### src/rtl/bwin_pkg.sv
// Package bwin_pkg
// Holds the access classes shared by the decoder, the storage and the top.
// Assumes nothing beyond a 3-bit encoding of the classes.
package bwin_pkg;

    typedef enum logic [2:0] {
        C_WB    = 3'd0,   // window base
        C_WM    = 3'd1,   // window mask
        C_XB    = 3'd2,   // translated base
        C_CTRL  = 3'd3,   // bridge control
        C_ZERO  = 3'd4,   // reads zero, write discarded
        C_FLUSH = 3'd5,   // flush-all slot
        C_BAD   = 3'd6    // refused access
    } cls_e;

endpackage

### src/rtl/bwin_decode.sv
// Module bwin_decode
// Turns a register index and the access direction into an access class and
// a window slot. Indices after the three window groups are laid out as:
// control, latency, reset, error, error mask, error set, single flush,
// flush-all, monitor control, monitor count. Everything above is unmapped.
// Assumes NWIN >= 2 and that IW bits can hold the last index.
module bwin_decode
    import bwin_pkg::*;
#(
    parameter int NWIN = 4,
    parameter int IW   = 6,
    parameter int SW   = 2
) (
    input  logic [IW-1:0] idx,
    input  logic          wr,
    output cls_e          cls,
    output logic [SW-1:0] slot,
    output logic          err,
    output logic          flush_hit
);

    localparam logic [IW-1:0] I_WM    = IW'(NWIN);
    localparam logic [IW-1:0] I_XB    = IW'(2 * NWIN);
    localparam logic [IW-1:0] I_CTRL  = IW'(3 * NWIN);
    localparam logic [IW-1:0] I_ERR   = IW'(3 * NWIN + 3);
    localparam logic [IW-1:0] I_EMASK = IW'(3 * NWIN + 4);
    localparam logic [IW-1:0] I_FLUSH = IW'(3 * NWIN + 7);

    // Classify the index; anything not listed is refused.
    always_comb begin
        cls  = C_BAD;
        slot = '0;
        if (idx < I_WM) begin
            cls  = C_WB;
            slot = SW'(idx);
        end else if (idx < I_XB) begin
            cls  = C_WM;
            slot = SW'(idx - I_WM);
        end else if (idx < I_CTRL) begin
            cls  = C_XB;
            slot = SW'(idx - I_XB);
        end else if (idx == I_CTRL) begin
            cls = C_CTRL;
        end else if (idx == I_ERR) begin
            cls = C_ZERO;
        end else if (idx == I_EMASK) begin
            cls = wr ? C_BAD : C_ZERO;
        end else if (idx == I_FLUSH) begin
            cls = C_FLUSH;
        end
    end

    // Error and flush strobes derived from the class.
    assign err       = (cls == C_BAD);
    assign flush_hit = wr && (cls == C_FLUSH);

endmodule

### src/rtl/bwin_regs.sv
// Module bwin_regs
// Storage for NWIN windows (base, mask, translated base) and the control
// register, plus the combinational read mux. A write is taken when we is
// high; class and slot pick the target. Assumes the top gates we with the
// request handshake and the decoder error.
module bwin_regs
    import bwin_pkg::*;
#(
    parameter int          NWIN     = 4,
    parameter int          DW       = 64,
    parameter int          SW       = 2,
    parameter logic [63:0] CTRL_RST = 64'h0000_0021_0010_0000
) (
    input  logic             clk,
    input  logic             rst_n,
    input  logic             we,
    input  cls_e             cls,
    input  logic [SW-1:0]    slot,
    input  logic [DW-1:0]    wdata,
    output logic [NWIN*DW-1:0] wb_o,
    output logic [NWIN*DW-1:0] wm_o,
    output logic [NWIN*DW-1:0] xb_o,
    output logic [DW-1:0]    ctrl_o,
    output logic [DW-1:0]    rd_o
);

    logic [DW-1:0] wb_q [NWIN];
    logic [DW-1:0] wm_q [NWIN];
    logic [DW-1:0] xb_q [NWIN];
    logic [DW-1:0] ctrl_q;

    for (genvar w = 0; w < NWIN; w++) begin : g_win
        logic sel;
        assign sel = we && (slot == SW'(w));

        // Update one window's three registers.
        always_ff @(posedge clk) begin
            if (!rst_n) begin
                wb_q[w] <= '0;
                wm_q[w] <= '0;
                xb_q[w] <= '0;
            end else if (sel) begin
                if (cls == C_WB) wb_q[w] <= wdata;
                if (cls == C_WM) wm_q[w] <= wdata;
                if (cls == C_XB) xb_q[w] <= wdata;
            end
        end

        assign wb_o[w*DW +: DW] = wb_q[w];
        assign wm_o[w*DW +: DW] = wm_q[w];
        assign xb_o[w*DW +: DW] = xb_q[w];
    end

    // Control register with its non-zero reset value.
    always_ff @(posedge clk) begin
        if (!rst_n)                     ctrl_q <= DW'(CTRL_RST);
        else if (we && cls == C_CTRL)   ctrl_q <= wdata;
    end

    assign ctrl_o = ctrl_q;

    // Read mux; service and refused slots read as zero.
    always_comb begin
        case (cls)
            C_WB:    rd_o = wb_q[slot];
            C_WM:    rd_o = wm_q[slot];
            C_XB:    rd_o = xb_q[slot];
            C_CTRL:  rd_o = ctrl_q;
            default: rd_o = '0;
        endcase
    end


    ctrl_write_lands_chk: assert property (@(posedge clk) disable iff (!rst_n)
        (we && cls == C_CTRL) |=> (ctrl_o == $past(wdata)));

endmodule

### src/rtl/bwin_resp.sv
// Module bwin_resp
// Registers the response one cycle after each accepted request: valid,
// error flag, data (zero on writes and errors) and the flush strobe.
// Assumes the top accepts every valid request.
module bwin_resp #(
    parameter int DW = 64
) (
    input  logic          clk,
    input  logic          rst_n,
    input  logic          acc,
    input  logic          wr,
    input  logic          err,
    input  logic          flush_hit,
    input  logic [DW-1:0] rd,
    output logic          rsp_valid,
    output logic          rsp_err,
    output logic [DW-1:0] rsp_rdata,
    output logic          flush_pulse
);

    // Capture the outcome of the accepted request.
    always_ff @(posedge clk) begin
        if (!rst_n) begin
            rsp_valid   <= 1'b0;
            rsp_err     <= 1'b0;
            rsp_rdata   <= '0;
            flush_pulse <= 1'b0;
        end else begin
            rsp_valid   <= acc;
            rsp_err     <= acc && err;
            rsp_rdata   <= (acc && !wr && !err) ? rd : '0;
            flush_pulse <= acc && flush_hit;
        end
    end


    err_zero_data_chk: assert property (@(posedge clk) disable iff (!rst_n)
        rsp_err |-> (rsp_rdata == '0));


    flush_clean_chk: assert property (@(posedge clk) disable iff (!rst_n)
        flush_pulse |-> (rsp_valid && !rsp_err));

endmodule

### src/rtl/bwin_csr_bank.sv
// Module bwin_csr_bank
// Top of the bridge window register bank. Decodes bits 11:6 of the request
// offset, updates the window and control storage on clean writes, and
// returns one response per request on the next cycle. Assumes 64-bit
// single-beat accesses and a consumer that always takes responses.
module bwin_csr_bank
    import bwin_pkg::*;
#(
    parameter int NWIN = 4,
    parameter int DW   = 64,
    parameter int AW   = 12,
    parameter int SLG  = 6
) (
    input  logic               clk,
    input  logic               rst_n,
    input  logic               req_valid,
    output logic               req_ready,
    input  logic               req_write,
    input  logic [AW-1:0]      req_addr,
    input  logic [DW-1:0]      req_wdata,
    output logic               rsp_valid,
    output logic               rsp_err,
    output logic [DW-1:0]      rsp_rdata,
    output logic [NWIN*DW-1:0] win_base,
    output logic [NWIN*DW-1:0] win_mask,
    output logic [NWIN*DW-1:0] win_xlat,
    output logic [DW-1:0]      ctrl,
    output logic               flush_pulse
);

    localparam int IW = AW - SLG;
    localparam int SW = (NWIN > 1) ? $clog2(NWIN) : 1;

    logic [IW-1:0] idx;
    logic          unused_lo;
    cls_e          cls;
    logic [SW-1:0] slot;
    logic          err;
    logic          flush_hit;
    logic          acc;
    logic          we;
    logic [DW-1:0] rd;

    assign idx       = req_addr[AW-1:SLG];
    assign unused_lo = ^req_addr[SLG-1:0];
    assign req_ready = 1'b1;
    assign acc       = req_valid;
    assign we        = acc && req_write && !err;

    bwin_decode #(.NWIN(NWIN), .IW(IW), .SW(SW)) u_dec (
        .idx       (idx),
        .wr        (req_write),
        .cls       (cls),
        .slot      (slot),
        .err       (err),
        .flush_hit (flush_hit)
    );

    bwin_regs #(.NWIN(NWIN), .DW(DW), .SW(SW)) u_regs (
        .clk    (clk),
        .rst_n  (rst_n),
        .we     (we),
        .cls    (cls),
        .slot   (slot),
        .wdata  (req_wdata),
        .wb_o   (win_base),
        .wm_o   (win_mask),
        .xb_o   (win_xlat),
        .ctrl_o (ctrl),
        .rd_o   (rd)
    );

    bwin_resp #(.DW(DW)) u_rsp (
        .clk         (clk),
        .rst_n       (rst_n),
        .acc         (acc),
        .wr          (req_write),
        .err         (err),
        .flush_hit   (flush_hit),
        .rd          (rd),
        .rsp_valid   (rsp_valid),
        .rsp_err     (rsp_err),
        .rsp_rdata   (rsp_rdata),
        .flush_pulse (flush_pulse)
    );


    rsp_follows_req_chk: assert property (@(posedge clk) disable iff (!rst_n)
        req_valid |=> rsp_valid);


    no_spurious_rsp_chk: assert property (@(posedge clk) disable iff (!rst_n)
        !req_valid |=> !rsp_valid);


    err_no_change_chk: assert property (@(posedge clk) disable iff (!rst_n)
        (rsp_valid && rsp_err) |-> ($stable(win_base) && $stable(win_mask) &&
                                    $stable(win_xlat) && $stable(ctrl)));

endmodule

### config.mk
export PLATFORM = sky130hd
export DESIGN_NAME = bwin_csr_bank
export DESIGN_NICKNAME = d
export VERILOG_FILES = /design/src/rtl/bwin_pkg.sv /design/src/rtl/bwin_decode.sv /design/src/rtl/bwin_regs.sv /design/src/rtl/bwin_resp.sv /design/src/rtl/bwin_csr_bank.sv
export SDC_FILE = /design/constraint.sdc
export NUM_CORES = 1
export LEC_CHECK = 0
export BUFFER_PORTS_ARGS = -buffer_cell sky130_fd_sc_hd__buf_2
export CAP_MARGIN = 40
export CORE_AREA = 2 2 379 381
export CTS_BUF_LIST = sky130_fd_sc_hd__clkbuf_4
export CTS_CLUSTER_SIZE = 24
export DETAILED_ROUTE_END_ITERATION = 8
export DIE_AREA = 0 0 381 383
export PLACE_DENSITY_LB_ADDON = 0.08
export SLEW_MARGIN = 10
export SYNTH_ARGS = -nofsm -noshare
export SYNTH_HDL_FRONTEND = slang
export SYNTH_HIERARCHICAL = 1
export SYNTH_SLANG_ARGS = --single-unit
### constraint.sdc
create_clock -name clk -period 20 [get_ports clk]
set_clock_uncertainty 0.05 [all_clocks]
set_input_delay 2 -clock clk [delete_from_list [all_inputs] [get_ports clk]]
set_output_delay 2 -clock clk [all_outputs]
set_load 0.02 [all_outputs]
==> metrics <==
Post-Layout Inst Area=0.0504 sq mm; die width=381 um; Critical Path RT=20740 ps; DR pass1 iterations=5; wire per inst=31.9 um; final hold viol count=0; Flop pwr share=0.480; count leader, synth=and2_1; crit path DAT=5950 ps; Sum Neg Setup Slack=0 ps; R2R setup slack=18190 ps; first-pass GRT wire length=262 mm; total of warnings raised by yosys=6; Layout area overhead=27.4%; hold wc startpoint=u_regs/ctrl_o[36]$_SDFFE_PN0P_; fraction of registers with async set or reset after synthesis=0; vias in the first global route=roughly 30000; post-synthesis net count=3040; Reg-to-Reg End=u_rsp/rsp_rdata[46]$_SDFF_PN0_; Final Setup Violations=0; antenna viol nets, final=0; f_max=192 MHz; CP max FO=34; Final Non-Filler Cells=slightly above 6000; DP HPWL=130 mm; CTS tree=done; Mapped Cells=2960; Worst Setup Start Kind=input port; fraction of layout cells with a size suffix above 1=0.367; Sw Ratio=0.272; Max Cap Viol=0; synthesized area per cell=13.4 sq um; Total GRT Usage=0.262; core box area=0.142 sq mm; via count=29400; P_int=3.28 mW; die height=383 um; cell taking the most area after synthesis=edfxtp_1; Pwr Total=4.51 mW; FF-to-FF Start=u_regs/wb_q[0][46]$_SDFFCE_PN0P_; CTS H-Tree Depth=5; CTS resizes=0; hold_buf cts=0; clk buf depth=4; synth unique cells=42; Clock power frac=0.423; final period utilization=0.260; placed inst area=0.0467 sq mm; Peak VDD IR=51.1 uV; Hold Path End=u_regs/ctrl_o[36]$_SDFFE_PN0P_; row count=139; Post-Syn Area=0.0396 sq mm; initial DRC count=1974; status=completed; Pleak=just under 20 nW; PortBufs=972; #FFs+latches synth=899; Switch Pwr=1.23 mW; clk root buf=clkbuf_4; nets@finish=a little over 4000; WL final=197 mm; nature of the critical path endpoint=register; relative slew slack=0.329; IO Count=980; clk sinks=roughly 900; synth top area cells=edfxtp_1, and2_1, mux2i_1; CTS clock-pin slew for the worst setup and hold paths=approximately 60 ps; RePlAce Congestion=0.818; grt ovf=0; min Tclk post-route=5210 ps; post-CTS setup buffer count=0; Clk Latency, worst-skew pair=around 1300 ps; Die ar.=roughly 0.15 sq mm; worst slew pin tran=1010 ps; Yosys top cell area share=0.583; Seq/Total Area, Yosys=0.649; pin count of the biggest net entering global routing=116; Post-synth EDFFs=approximately 770; effective utilization at floorplan=0.278; Most used DFF post-synth=edfxtp_1; Comb pwr share=0.097; RSZ-0062 raised after global routing=no; worst setup path class=in2reg; Power Density=a little under 90 mW/mm^2; DRC Markers=0; max-slew violation count=0; reg2reg path depth=4; CTS buffer count=285; Min-Delay Path Depth=2; initial antenna violation count=31; Cells after DPL=5657; Vias per Instance=between 4 and 5; Worst Hold Class=reg2reg; synth cell count leaders=and2_1, edfxtp_1, mux2i_1, dfxtp_1, nand2_1
[metrics by stage]
stage	hold WS [ps]	utilization	worst slack (ps)
after floorplan	503	-	11390
after global placement	417	0.325	13260
after detailed placement	428	0.328	13550
after CTS	435	0.354	14900
after global routing	450	0.354	14770
final	431	0.354	14790
[logic make-up after synthesis]
kind of cell | share of synthesized area
simple gates | 0.173
flops | 0.649
mux | 0.0972
compound gates | 0.0481
buf+inv | 0.0324
other cells | 0.0000947
[metal layers]
metal	track usage	vias up	wire [um]
met4	0.0755	6	4330
li1	-	13000	-
met5	0	-	38
met3	0.0929	210	17900
met2	0.425	1299	93200
met1	0.328	14900	81200
[cell type report]
class | instances | area, sq um
timing repair buffer | 1057 | 5850
antenna | 19 | 47.5
fill | 14500 | 91800
clock buffer | 453 | 3400
multi-input combinational | 1799 | 12800
tap | 1903 | 2380
clock inverter | 40 | 229
sequential | 899 | 25700
[power groups by stage]
stage	sequential, mW	combinational (mW)	clock (mW)
after floorplan	2.31	0.109	0
after global placement	2.21	0.437	0
after detailed placement	2.21	0.441	0
after CTS	2.17	0.442	1.97
after global routing	2.17	0.455	2.08
final	2.17	0.437	1.91
[cells in the final DEF, fill, tap and decap left out, drive strengths merged]
master	count
or2	1
a31oi	1
o2bb2ai	64
clkinv	31
edfxtp	768
nor2b	1
and3b	3
and4b	1
clkbuf	453
or3	1
or3b	2
nand4bb	5
dfxtp	131
diode	19
nor4b	1
and3	5
and2	834
nor3	1
a21boi	61
and4bb	1
mux4	1
nand3b	3
bufinv	3
inv	6
conb	1
buf	1057
or4	65
o22ai	127
o21ai	15
nand2	130
mux2i	382
a21oi	2
nand4b	2
or4b	4
nor2	80
nand3	5
[critical path, stage by stage]
cell and delay, ps:
buf_2 130, nor4b_2 370, o21ai_1 100, and3b_1 220
and3b_1 350, or3b_2 660, o21ai_4 680, buf_4 610
buf_4 650
[registers in the layout (all words and copies together), names as in the netlist]
register           cells
u_regs/ctrl_o         64
u_regs/wb_q          256
u_regs/wm_q          256
u_regs/xb_q          256
u_rsp/flush_pulse      1
u_rsp/rsp_err          1
u_rsp/rsp_rdata       64
u_rsp/rsp_valid        1
[how the worst max path moves through the flow]
stage	start	end	slack (ps)
final	req_addr[11]	u_regs/wm_q[0][19]$_SDFFCE_PN0P_	14790
after CTS	req_addr[11]	u_regs/wm_q[0][19]$_SDFFCE_PN0P_	14900
after global placement	req_addr[10]	u_regs/wm_q[0][28]$_SDFFCE_PN0P_	13260
after floorplan	req_addr[11]	u_regs/wb_q[0][0]$_SDFFCE_PN0P_	11390
after global routing	req_addr[10]	u_regs/wm_q[0][19]$_SDFFCE_PN0P_	14770
after detailed placement	req_addr[11]	u_regs/wm_q[0][39]$_SDFFCE_PN0P_	13550
Note: power is estimated with default switching activity, not from simulation.
